<file path="src/rtl/fw_pkg.sv">
package fw_pkg;

    typedef enum logic [1:0] {
        PH_IDLE   = 2'd0,
        PH_SETUP  = 2'd1,
        PH_ACCESS = 2'd2
    } bus_phase_e;

    function automatic bus_phase_e classify_phase(input logic sel, input logic en);
        if (!sel)
            return PH_IDLE;
        else if (!en)
            return PH_SETUP;
        else
            return PH_ACCESS;
    endfunction

endpackage

</file>
<file path="src/rtl/fw_wait_counter.sv">
module fw_wait_counter #(
    parameter int WAIT_CYCLES = 3
) (
    input  logic clk,
    input  logic rst_n,
    input  logic psel,
    input  logic penable,
    output logic terminal,
    output logic last_wait
);
    import fw_pkg::*;

    localparam int CW = (WAIT_CYCLES < 1) ? 1 : $clog2(WAIT_CYCLES + 1);
    localparam logic [CW-1:0] TERM = CW'(WAIT_CYCLES);
    localparam logic [CW-1:0] PRE  = (WAIT_CYCLES > 0) ? CW'(WAIT_CYCLES - 1) : '0;
    localparam bit HAS_WAIT = (WAIT_CYCLES > 0);

    typedef struct packed {
        logic [CW-1:0] cnt;
    } ctr_t;

    ctr_t       st_d, st_q;
    bus_phase_e phase;

    always_comb begin
        phase     = classify_phase(psel, penable);
        terminal  = (phase == PH_ACCESS) && (st_q.cnt == TERM);
        last_wait = HAS_WAIT && (phase == PH_ACCESS) && (st_q.cnt == PRE);
        st_d      = st_q;
        case (phase)
            PH_ACCESS: st_d.cnt = terminal ? '0 : st_q.cnt + 1'b1;
            default:   st_d.cnt = '0;
        endcase
    end

    always_ff @(posedge clk or negedge rst_n) begin
        if (!rst_n)
            st_q <= '0;
        else
            st_q <= st_d;
    end

    // the count never runs past the terminal value
    a_r1_cnt_bound: assert property (@(posedge clk) disable iff (!rst_n)
        st_q.cnt <= TERM);

    // a completion leaves the counter reloaded for the next access
    a_r3_reload: assert property (@(posedge clk) disable iff (!rst_n)
        terminal |=> (st_q.cnt == '0));

    // a dropped select leaves no stale count
    a_r8_abort_clear: assert property (@(posedge clk) disable iff (!rst_n)
        !psel |=> (st_q.cnt == '0));

endmodule

</file>
<file path="src/rtl/fw_rdata_hold.sv">
module fw_rdata_hold #(
    parameter int WAIT_CYCLES = 3,
    parameter int DATA_W      = 32
) (
    input  logic              clk,
    input  logic              rst_n,
    input  logic              cap_en,
    input  logic [DATA_W-1:0] rdata_in,
    output logic [DATA_W-1:0] rdata_out
);

    generate
        if (WAIT_CYCLES == 0) begin : g_pass
            assign rdata_out = rdata_in;
        end else begin : g_hold
            typedef struct packed {
                logic [DATA_W-1:0] data;
            } hold_t;

            hold_t hd_d, hd_q;

            always_comb begin
                hd_d = hd_q;
                if (cap_en)
                    hd_d.data = rdata_in;
            end

            always_ff @(posedge clk or negedge rst_n) begin
                if (!rst_n)
                    hd_q <= '0;
                else
                    hd_q <= hd_d;
            end

            assign rdata_out = hd_q.data;

            // between captures the returned data does not move
            a_r6_hold_stable: assert property (@(posedge clk) disable iff (!rst_n)
                !cap_en |=> $stable(hd_q.data));
        end
    endgenerate

endmodule

</file>
<file path="src/rtl/fixlat_ready_gen.sv">
module fixlat_ready_gen #(
    parameter int WAIT_CYCLES = 3,
    parameter int DATA_W      = 32
) (
    input  logic              clk,
    input  logic              rst_n,
    input  logic              psel,
    input  logic              penable,
    input  logic              pwrite,
    input  logic [DATA_W-1:0] periph_rdata,
    output logic              pready,
    output logic [DATA_W-1:0] prdata,
    output logic              wr_commit,
    output logic              rd_valid
);

    logic terminal;
    logic last_wait;

    fw_wait_counter #(
        .WAIT_CYCLES (WAIT_CYCLES)
    ) u_counter (
        .clk       (clk),
        .rst_n     (rst_n),
        .psel      (psel),
        .penable   (penable),
        .terminal  (terminal),
        .last_wait (last_wait)
    );

    fw_rdata_hold #(
        .WAIT_CYCLES (WAIT_CYCLES),
        .DATA_W      (DATA_W)
    ) u_rdata (
        .clk       (clk),
        .rst_n     (rst_n),
        .cap_en    (last_wait),
        .rdata_in  (periph_rdata),
        .rdata_out (prdata)
    );

    always_comb begin
        pready    = !psel || terminal;
        wr_commit = terminal && pwrite;
        rd_valid  = terminal && !pwrite;
    end

    // an unselected slave never pulls ready low
    a_r2_unsel_ready: assert property (@(posedge clk) disable iff (!rst_n)
        !psel |-> (pready && !wr_commit && !rd_valid));

    // a write commit is a single-cycle pulse
    a_r4_commit_pulse: assert property (@(posedge clk) disable iff (!rst_n)
        wr_commit |=> !wr_commit);

    // read-valid is a single-cycle pulse
    a_r5_valid_pulse: assert property (@(posedge clk) disable iff (!rst_n)
        rd_valid |=> !rd_valid);

endmodule

</file>
<file path="config.mk">
export PLATFORM = sky130hd
export DESIGN_NAME = fixlat_ready_gen
export DESIGN_NICKNAME = d
export VERILOG_FILES = /design/src/rtl/fw_pkg.sv /design/src/rtl/fw_wait_counter.sv /design/src/rtl/fw_rdata_hold.sv /design/src/rtl/fixlat_ready_gen.sv
export SDC_FILE = /design/constraint.sdc
export NUM_CORES = 1
export LEC_CHECK = 0
export ABC_CLOCK_PERIOD_IN_PS = 1900
export BUFFER_PORTS_ARGS = -buffer_cell sky130_fd_sc_hd__buf_2
export CAP_MARGIN = 0
export CORE_MARGIN = 2
export CORE_UTILIZATION = 38
export DETAILED_ROUTE_END_ITERATION = 16
export GPL_TIMING_DRIVEN = 0
export HOLD_SLACK_MARGIN = 0.06
export PLACE_DENSITY = 0.68
export SKIP_LAST_GASP = 1
export SLEW_MARGIN = 40
export SYNTH_ARGS = -nofsm -noshare
export SYNTH_HDL_FRONTEND = slang
export SYNTH_SLANG_ARGS = --single-unit
</file>
<file path="constraint.sdc">
create_clock -name clk -period 1.9 [get_ports clk]
set_clock_uncertainty 0.1 [all_clocks]
set_input_delay 0.19 -clock clk [delete_from_list [all_inputs] [get_ports clk]]
set_output_delay 0.19 -clock clk [all_outputs]
set_load 0.02 [all_outputs]
</file>
==> metrics <==
status=complete, no violations; root buf cell=clkbuf_8; Worst IR Drop VDD=approximately 0.56 mV; YS warnings=0; ant diodes=0; htree depth=2; Worst Tran Pin Value=between 400 and 500 ps; CP Capture Type=output port; commonest non-fill, non-tap cell in the layout=buf_2; Worst Path Arrival=1290 ps; die area=approximately 0.0043 mm²; Chip Width=65.6 µm; Hold Crit Endpoint=u_counter.st_q[1]; Yosys cell types=12; row count=22; worst endpoint required time=1610 ps; vias in the first global route=1194; fill count=about 300; FF-to-FF path depth=5; number of synthesized register bits=34; count of pins over their slew limit=0; startpoint types=register; max cap viols=0; CTS max path bufs=2; Hold Vio Cnt, Final=0; IO Count=just over 70; syn avg cell area=between 15 and 20 µm²; RSZ-0062 raised after global routing=no; R2R setup slack=about 400 ps; Lkg Pwr=about 1.3 nW; Die H=65.6 µm; critical path's top delay family=flip-flops; final worst slack=around 320 ps; Place WS=about 410 ps; Clock Sinks=34; Post-Syn Instances=80; Num CTS Buffers=5; Skew-Pair Late Insertion Delay=between 200 and 300 ps; antenna viol nets, final=0; Final Setup Violations=0; initial cell density of the core=about two fifths; clock transition at the registers of the reported paths=70 ps; area grow syn2layout=58.2%; most frequent cells in the layout=buf_2 (70), dfrtp_1 (34), dlygate4sd3_1 (33); share of cells above drive strength 1=between 50% and 60%; via density per instance=about 4.4; syn_nets=approximately 120; critical-path cell list=ha_1 -> nand2_1 -> nor3b_1 -> buf_2; Worst path max stage delay=~380 ps; worst hold path class=in2reg; Worst Path Buf+Inv=1; P per Cell Area=964 mW/mm²; Reg2Reg Capture Point=u_rdata.rdata_out[2]; minimum clock period=1580 ps; CP max FO=3; # DRC=0; vias=around 1100; WL final=~3300 µm; Final nets=230; first-pass GRT wire length=between 5000 and 6000 µm; hold depth=3; sequential cell area fraction in the yosys report=approximately 59%; final setup TNS=0 ps; grt total ovfl=0; worst hold start=psel; drt initial violations=66; TritonRoute pass-1 iters=4; Slowest cell on crit path=dfrtp_1; fin crit share=between 80% and 90%; CTS tree=done; wire length per cell=approximately 14 µm; core footprint=0.00366 mm²; critical path type=reg2out; FF-to-FF Start=u_counter.st_q[0]; DP HPWL=about 2100 µm; placer congestion estimate=approximately 0.75; largest net degree at the start of global routing=35; initial antenna violation count=0; Buffers on Ports=between 70 and 80; synthesized cell area=0.00144 mm²; Total GRT Usage=17.1%; Slew HR=a little under three quarters; Max Fclk=around 0.63 GHz
## layout make-up
class / count / area (µm²) / area share, %
inverter: 1 / 3.75 / 0.165
tap: 48 / 60.1 / 2.63
multi-input combinational: 42 / 553 / 24.2
clock inverter: 1 / 5.00 / 0.219
timing repair buffer: 104 / 688 / 30.2
buffer: 3 / 33.8 / 1.48
clock buffer: 7 / 86.3 / 3.78
sequential: 34 / 851 / 37.3
## what timing repair did
action,4_1_cts,5_1_grt
hold buffers,33,0
endpoints found under the setup margin,0,0
buffers inserted,0,0
resized for setup,0,0
endpoints found under the hold margin,66,0
## synthesized netlist by cell type
library cell,n,share of area (%)
buf_6,3,2.3
mux2_2,2,1.6
ha_1,2,1.7
inv_1,1,0.26
and4_2,1,0.69
mux2_4,30,31
nor3_1,1,0.35
nand2_1,3,0.78
dfrtp_1,34,59
nor2_1,1,0.26
nand3_4,1,1.2
nor3b_1,1,0.52
## worst reg2reg max path: cells and delay by family, from the launching register on
family	cells	cell delay, ps
adders and majority gates	1	220
DFF	1	380
muxes	1	320
and+or+nand+nor	1	120
buffers and inverters	2	240
## where the power goes
| part | switching, mW | internal [mW] | leakage (nW) |
|---|---|---|---|
| sequential | 0.0841 | 0.877 | 0.442 |
| combinational | 0.337 | 0.364 | 0.802 |
| clock | 0.244 | 0.292 | 0.0482 |
## sequential cells by signal (all words and copies together), names as in the netlist
signal	cells
u_rdata.rdata_out	32
u_counter.st_q	2
## per-layer routing
layer,GRT usage (%),up-vias,share of wire [%]
li1,-,495,-
met4,4.69,0,1.1
met2,29.8,42,54
met3,6.51,4,4.8
met5,0,-,0
met1,19.5,516,40
## kinds of logic (layout without fill, tap and decap cells)
logic type | count (synthesis) | count (layout) | share of synthesized area, %
buffers and inverters | 4 | 116 | 2.60
and+or+nand+nor | 8 | 8 | 3.82
adders and majority gates | 2 | 2 | 1.74
muxes | 32 | 32 | 32.8
DFF | 34 | 34 | 59.0
## through the flow
| stage | cells | hold WS, ps | cell area (µm²) | util, % | total power [mW] |
|---|---|---|---|---|---|
| 2_1_floorplan | 80 | -206 | 1440 | - | 1.38 |
| 3_3_place_gp | 199 | 176 | 1860 | 50.7 | 1.60 |
| 3_5_place_dp | 199 | 200 | 1860 | 50.7 | 1.62 |
| 4_1_cts | 240 | 87.5 | 2280 | 62.2 | 2.22 |
| 5_1_grt | 240 | 96.4 | 2280 | 62.3 | 2.33 |
| 6_report | 240 | 97.2 | 2280 | 62.3 | 2.20 |
## worst max path at each step
| stage | from | to | slack (ps) | cells after the start |
|---|---|---|---|---|
| finish | u_counter.st_q[0] | rd_valid | 320 | 4 |
| global route | u_counter.st_q[0] | rd_valid | 230 | 4 |
| CTS | u_counter.st_q[0] | rd_valid | 300 | 4 |
| detailed placement | u_counter.st_q[0] | u_rdata.rdata_out[26] | 410 | 5 |
| global placement | u_counter.st_q[0] | u_rdata.rdata_out[7] | 440 | 5 |
| floorplan | u_counter.st_q[0] | u_rdata.rdata_out[0] | 500 | 5 |
(Power assumes the default switching activity.)
